`config.mk`:
```
export PLATFORM = sky130hd
export DESIGN_NAME = istream_prefetch_buf
export DESIGN_NICKNAME = d
export VERILOG_FILES = /design/src/rtl/ispf_pkg.sv /design/src/rtl/ispf_store.sv /design/src/rtl/ispf_fsm.sv /design/src/rtl/istream_prefetch_buf.sv
export SDC_FILE = /design/constraint.sdc
export NUM_CORES = 1
export LEC_CHECK = 0
export ABC_AREA = 1
export BUFFER_PORTS_ARGS = -buffer_cell sky130_fd_sc_hd__buf_2
export CAP_MARGIN = 20
export CELL_PAD_IN_SITES_DETAIL_PLACEMENT = 1
export CELL_PAD_IN_SITES_GLOBAL_PLACEMENT = 1
export CORE_AREA = 2 2 240 242
export DETAILED_ROUTE_END_ITERATION = 8
export DIE_AREA = 0 0 242 244
export PLACE_DENSITY_LB_ADDON = 0.1
export SYNTH_ARGS = -nofsm -noshare
export SYNTH_HDL_FRONTEND = slang
export SYNTH_SLANG_ARGS = --single-unit
```
`constraint.sdc`:
```
create_clock -name clk -period 8.6 [get_ports clk]
set_clock_uncertainty 0.1 [all_clocks]
set_input_delay 0.86 -clock clk [delete_from_list [all_inputs] [get_ports clk]]
set_output_delay 0.86 -clock clk [all_outputs]
set_load 0.03 [all_outputs]
```
`src/rtl/ispf_pkg.sv`:
```
package ispf_pkg;
  typedef enum logic [2:0] {
    ST_IDLE = 3'd0,
    ST_DREQ = 3'd1,
    ST_DRSP = 3'd2,
    ST_FILL = 3'd3,
    ST_PREQ = 3'd4
  } ispf_state_e;
endpackage

```
`src/rtl/ispf_store.sv`:
```
module ispf_store #(
  parameter int ADDR_W = 28,
  parameter int WORDS  = 4,
  parameter int WORD_W = 32,
  localparam int BLK_W = WORDS * WORD_W
) (
  input  logic              clk,
  input  logic              rst,
  input  logic              clear_i,
  input  logic              load_i,
  input  logic [ADDR_W-1:0] load_tag_i,
  input  logic [BLK_W-1:0]  load_blk_i,
  input  logic [ADDR_W-1:0] probe_i,
  output logic              hit_o,
  output logic [BLK_W-1:0]  blk_o
);
  logic              valid_q;
  logic [ADDR_W-1:0] tag_q;

  always_ff @(posedge clk) begin
    if (rst) begin
      valid_q <= 1'b0;
      tag_q   <= '0;
    end else if (load_i) begin
      valid_q <= 1'b1;
      tag_q   <= load_tag_i;
    end else if (clear_i) begin
      valid_q <= 1'b0;
    end
  end

  for (genvar w = 0; w < WORDS; w++) begin : g_lane
    logic [WORD_W-1:0] word_q;
    always_ff @(posedge clk) begin
      if (load_i) word_q <= load_blk_i[w*WORD_W +: WORD_W];
    end
    assign blk_o[w*WORD_W +: WORD_W] = word_q;
  end

  assign hit_o = valid_q && (tag_q == probe_i);
endmodule

```
`src/rtl/ispf_fsm.sv`:
```
module ispf_fsm
  import ispf_pkg::*;
#(
  parameter int ADDR_W = 28
) (
  input  logic              clk,
  input  logic              rst,
  input  logic              miss_valid_i,
  input  logic [ADDR_W-1:0] miss_addr_i,
  output logic              miss_ready_o,
  input  logic              buf_hit_i,
  output logic              fill_valid_o,
  input  logic              fill_ready_i,
  output logic              from_buf_o,
  output logic [ADDR_W-1:0] cur_addr_o,
  output logic              mreq_valid_o,
  input  logic              mreq_ready_i,
  output logic [ADDR_W-1:0] mreq_addr_o,
  input  logic              mrsp_valid_i,
  output logic              mrsp_ready_o,
  output logic              buf_clear_o,
  output logic              buf_load_o,
  output logic [ADDR_W-1:0] buf_tag_o,
  output logic              dem_load_o
);
  ispf_state_e       state_q, state_d;
  logic [ADDR_W-1:0] cur_q;
  logic [ADDR_W-1:0] pf_tag_q;
  logic              pf_pend_q;
  logic              from_buf_q;
  logic [ADDR_W-1:0] next_blk;
  logic              accept;

  assign next_blk     = cur_q + ADDR_W'(1);
  assign miss_ready_o = (state_q == ST_IDLE) && !pf_pend_q;
  assign accept       = miss_valid_i && miss_ready_o;

  assign mreq_valid_o = (state_q == ST_DREQ) || (state_q == ST_PREQ);
  assign mreq_addr_o  = (state_q == ST_PREQ) ? next_blk : cur_q;
  assign mrsp_ready_o = (state_q == ST_DRSP) || pf_pend_q;
  assign fill_valid_o = (state_q == ST_FILL);
  assign from_buf_o   = from_buf_q;
  assign cur_addr_o   = cur_q;

  assign buf_clear_o  = accept;
  assign buf_load_o   = pf_pend_q && mrsp_valid_i;
  assign buf_tag_o    = pf_tag_q;
  assign dem_load_o   = (state_q == ST_DRSP) && mrsp_valid_i;

  always_comb begin
    state_d = state_q;
    case (state_q)
      ST_IDLE: if (accept) state_d = buf_hit_i ? ST_FILL : ST_DREQ;
      ST_DREQ: if (mreq_ready_i) state_d = ST_DRSP;
      ST_DRSP: if (mrsp_valid_i) state_d = ST_FILL;
      ST_FILL: if (fill_ready_i) state_d = ST_PREQ;
      ST_PREQ: if (mreq_ready_i) state_d = ST_IDLE;
      default: state_d = ST_IDLE;
    endcase
  end

  always_ff @(posedge clk) begin
    if (rst) begin
      state_q    <= ST_IDLE;
      cur_q      <= '0;
      pf_tag_q   <= '0;
      pf_pend_q  <= 1'b0;
      from_buf_q <= 1'b0;
    end else begin
      state_q <= state_d;
      if (accept) begin
        cur_q      <= miss_addr_i;
        from_buf_q <= buf_hit_i;
      end
      if ((state_q == ST_PREQ) && mreq_ready_i) begin
        pf_pend_q <= 1'b1;
        pf_tag_q  <= next_blk;
      end else if (pf_pend_q && mrsp_valid_i) begin
        pf_pend_q <= 1'b0;
      end
    end
  end
endmodule

```
`src/rtl/istream_prefetch_buf.sv`:
```
module istream_prefetch_buf #(
  parameter int ADDR_W = 28,
  parameter int WORDS  = 4,
  parameter int WORD_W = 32,
  localparam int BLK_W = WORDS * WORD_W
) (
  input  logic              clk,
  input  logic              rst,
  input  logic              miss_valid,
  output logic              miss_ready,
  input  logic [ADDR_W-1:0] miss_addr,
  output logic              fill_valid,
  input  logic              fill_ready,
  output logic [ADDR_W-1:0] fill_addr,
  output logic [BLK_W-1:0]  fill_data,
  output logic              mreq_valid,
  input  logic              mreq_ready,
  output logic [ADDR_W-1:0] mreq_addr,
  input  logic              mrsp_valid,
  output logic              mrsp_ready,
  input  logic [BLK_W-1:0]  mrsp_data
);
  logic              buf_hit, buf_clear, buf_load, dem_load, from_buf;
  logic [ADDR_W-1:0] buf_tag;
  logic [BLK_W-1:0]  buf_blk;
  logic [BLK_W-1:0]  dem_q;

  ispf_fsm #(.ADDR_W(ADDR_W)) i_fsm (
    .clk          (clk),
    .rst          (rst),
    .miss_valid_i (miss_valid),
    .miss_addr_i  (miss_addr),
    .miss_ready_o (miss_ready),
    .buf_hit_i    (buf_hit),
    .fill_valid_o (fill_valid),
    .fill_ready_i (fill_ready),
    .from_buf_o   (from_buf),
    .cur_addr_o   (fill_addr),
    .mreq_valid_o (mreq_valid),
    .mreq_ready_i (mreq_ready),
    .mreq_addr_o  (mreq_addr),
    .mrsp_valid_i (mrsp_valid),
    .mrsp_ready_o (mrsp_ready),
    .buf_clear_o  (buf_clear),
    .buf_load_o   (buf_load),
    .buf_tag_o    (buf_tag),
    .dem_load_o   (dem_load)
  );

  ispf_store #(.ADDR_W(ADDR_W), .WORDS(WORDS), .WORD_W(WORD_W)) i_stream (
    .clk        (clk),
    .rst        (rst),
    .clear_i    (buf_clear),
    .load_i     (buf_load),
    .load_tag_i (buf_tag),
    .load_blk_i (mrsp_data),
    .probe_i    (miss_addr),
    .hit_o      (buf_hit),
    .blk_o      (buf_blk)
  );

  always_ff @(posedge clk) begin
    if (dem_load) dem_q <= mrsp_data;
  end

  assign fill_data = from_buf ? buf_blk : dem_q;
endmodule

```
==> metrics.md <==
| Metric | Value |
|---|---|
| Status | `complete, no violations` |
| Register area share after synthesis | `68.09%` |
| Worst-path clk slew | `0.06 ns` |
| CP arrival | `3.04 ns` |
| Hold Path Class | `flip-flop to flip-flop` |
| Max Clk Rate | `249.8 MHz` |
| Global-route wire length before repair | `63.60 mm` |
| Post-CTS Resized | `0` |
| Final-stage net count | `1615` |
| Clk buf depth | `3` |
| Io pins | `350` |
| Synth Instances | `1095` |
| WL per Instance | `19.24 um` |
| DRC violation count after routing | `0` |
| Port Buffers | `349` |
| Vias in the first global route | `9852` |
| Antenna viol nets, final | `0` |
| Initial Utilization | `24.81%` |
| Worst skew pair latency | `0.56 ns` |
| Gr ovfl total | `0` |
| Finished Layout Cells | `2244` |
| Leak | `0.006957 uW` |
| Clock H-tree levels | `2` |
| HPWL reported at the end of detailed placement | `30.31 mm` |
| CTS tree | `built` |
| RSZ-0062 raised after global routing | `no` |
| Slew Limit Headroom | `32.63%` |
| Synthesized net count | `1258` |
| Initial antenna violation count | `4` |
| Syn Area/Cell | `12.73 um^2` |
| Area leader, netlist | `edfxtp_1` |
| Vias | `9479` |
| Die Y | `244 um` |
| Post-CTS Hold Fix Bufs | `0` |
| Critical path class | `flip-flop to output port` |
| Final Critical Period | `4.003 ns` |
| WHS Path Cells | `2` |
| Die X | `242 um` |
| Clock root cell | `clkbuf_16` |
| YS warnings | `0` |
| Post-CTS Setup Bufs | `0` |
| Fill cell count | `6204` |
| Final hold viol count | `0` |
| TritonCTS buffer count | `42` |
| Area contributors post-synth | `edfxtp_1 (55%), dfxtp_1 (13%), mux2_2 (10%)` |
| Post-Place Cells | `2164` |
| DR iter-0 viols | `434` |
| Worst R2R Path Depth | `4` |
| Pins Over Slew Limit | `0` |
| Worst IR Drop VDD | `0.1209 mV` |
| Fin area | `17900 um^2` |
| # rows | `87` |
| Pwr/cell area | `299.3 nW/um^2` |
| Fin crit share | `46.55%` |
| Critical Path RT | `7.64 ns` |
| CTS sink count | `346` |
| Final WL | `43.19 mm` |
| Number of flops mapped to enable cells by yosys | `256` |
| GPL Wtd Cong | `0.7606` |
| Crit-path slowest cell | `dfxtp_4` |
| CP endpoint kind | `output port` |
| Final setup fails | `0` |
| Die area | `59050 um^2` |
| Primary FF master, synth | `edfxtp_1` |
| Yosys cell types | `39` |
| Startpoint Class | `flip-flop` |
| Share of layout cells above drive strength 1 | `38.48%` |
| CP max FO | `73` |
| Core area | `56170 um^2` |
| GRT Overall Usage | `14.24%` |
| Layout area overhead | `28.41%` |
| Reg2reg setup slack | `5.92 ns` |
| DR pass1 iterations | `4` |
| Setup tns final | `0 ns` |
| Area of the mapped netlist | `13940 um^2` |
| Vias per inst | `4.224` |
| Max Cap Viol | `0` |
| Post-synth ARST share | `0%` |
| Post-synthesis register bit count | `346` |
| Dpl cell area | `16530 um^2` |
| Max incr delay on CP | `0.86 ns` |
| Slew @ Worst Pin | `1.011 ns` |
| WHS | `0.3645 ns` |
| Largest net degree at the start of global routing | `91` |
| Yosys top cell area share | `55.16%` |
| Crit-path cells | `buf_4 -> mux2_2 -> buf_2` |
-- Yosys cell counts (8+ instances only) --
master,count
buf_2,17
xnor2_1,9
a21oi_1,53
nor3_1,11
mux2_2,128
nand3_1,24
nor2_1,64
inv_1,106
nand4_1,8
clkbuf_1,27
o21a_1,10
a31oi_1,9
nand2_1,132
xor2_1,19
dfxtp_1,90
edfxtp_1,256
o21ai_0,90
-- per-stage QoR --
stage                     util, %  worst slack, ns  total power, uW
after global placement      29.42            5.157             3652
after CTS                   31.85            4.502             5465
after floorplan                 -            1.669             3165
final                       31.86            4.597             5357
after detailed placement    29.42            5.112             3661
after global routing        31.85            4.395             5628
-- kinds of logic (layout without fill, tap and decap cells) --
logic type	Yosys count	in the layout	synth area share (%)
other	0	4	0
and+or+nand+nor	257	257	8.322
xor gates and xnor gates	29	29	1.876
buffers and inverters	155	544	4.327
muxes	128	128	10.34
DFF	346	346	68.09
adders and majority gates	1	1	0.08976
AOI/OAI and AO/OA	179	179	6.958
-- final cells by class --
cell class              instances  area (um^2)  share of cell area, %
repair buffers                358         1814                  10.14
flip-flops and latches        346         9493                  53.04
multi-input cells             594         3855                  21.54
diodes                          4        10.01                0.05593
clock buffers                  58         1152                  6.439
well taps                     756        945.9                  5.285
inverters                     110        417.9                  2.335
clock inverters                18        209.0                  1.168
-- flip-flops by register name (all words and copies together), names as in the netlist --
signal / flops
i_fsm.from_buf_o: 1
i_stream.tag_q: 28
i_fsm.pf_pend_q: 1
i_fsm.state_q: 3
i_stream.valid_q: 1
i_fsm.buf_tag_o: 28
dem_q: 128
i_stream.g_lane.word_q: 128
i_fsm.cur_addr_o: 28
-- power breakdown --
part / leakage, uW / switching [uW] / internal [uW]
registers: 0.00304 / 138 / 1960
logic: 0.00325 / 1040 / 461
clock network: 0.000663 / 700 / 1060
total: 0.00696 / 1870 / 3480
-- critical path, delay by kind of cell (launching register included) --
| family | cells | cell delay [ns] |
|---|---|---|
| buffers and inverters | 2 | 0.99 |
| DFF | 1 | 0.86 |
| muxes | 1 | 0.43 |
-- routing by layer --
layer	part of all wire, %	up-vias	track usage [%]
met5	0.051	-	0
met4	2.0	4	3.667
met3	5.7	61	3.457
met2	46	256	22.87
met1	46	4593	19.24
li1	-	4565	-
-- layout by cell type (no fill, tap or decap), drive strengths merged --
cell and instances:
ha 1, a31oi 9, nand2 135, o21a 10, mux2 128, or2 1
clkbuf 58, xnor2 9, bufinv 4, o21ai 93, a21boi 1, edfxtp 256
clkinv 14, o211ai 5, nor4 1, o21bai 7, buf 358, nand3 27
o22ai 1, dfxtp 90, inv 110, xor2 20, nor2 69, nand4 9
a21oi 53, diode 4, nor3 15
-- path summary, 6_finish.rpt --
kind | from | to
hold reg to reg | i_fsm.buf_tag_o[27] | i_stream.tag_q[27]
setup / recovery | i_fsm.from_buf_o | fill_data[102]
hold / removal | i_fsm.buf_tag_o[27] | i_stream.tag_q[27]
setup reg to reg | i_fsm.pf_pend_q | i_stream.g_lane[1].word_q[5]
Note: power is estimated with default switching activity, not from simulation.
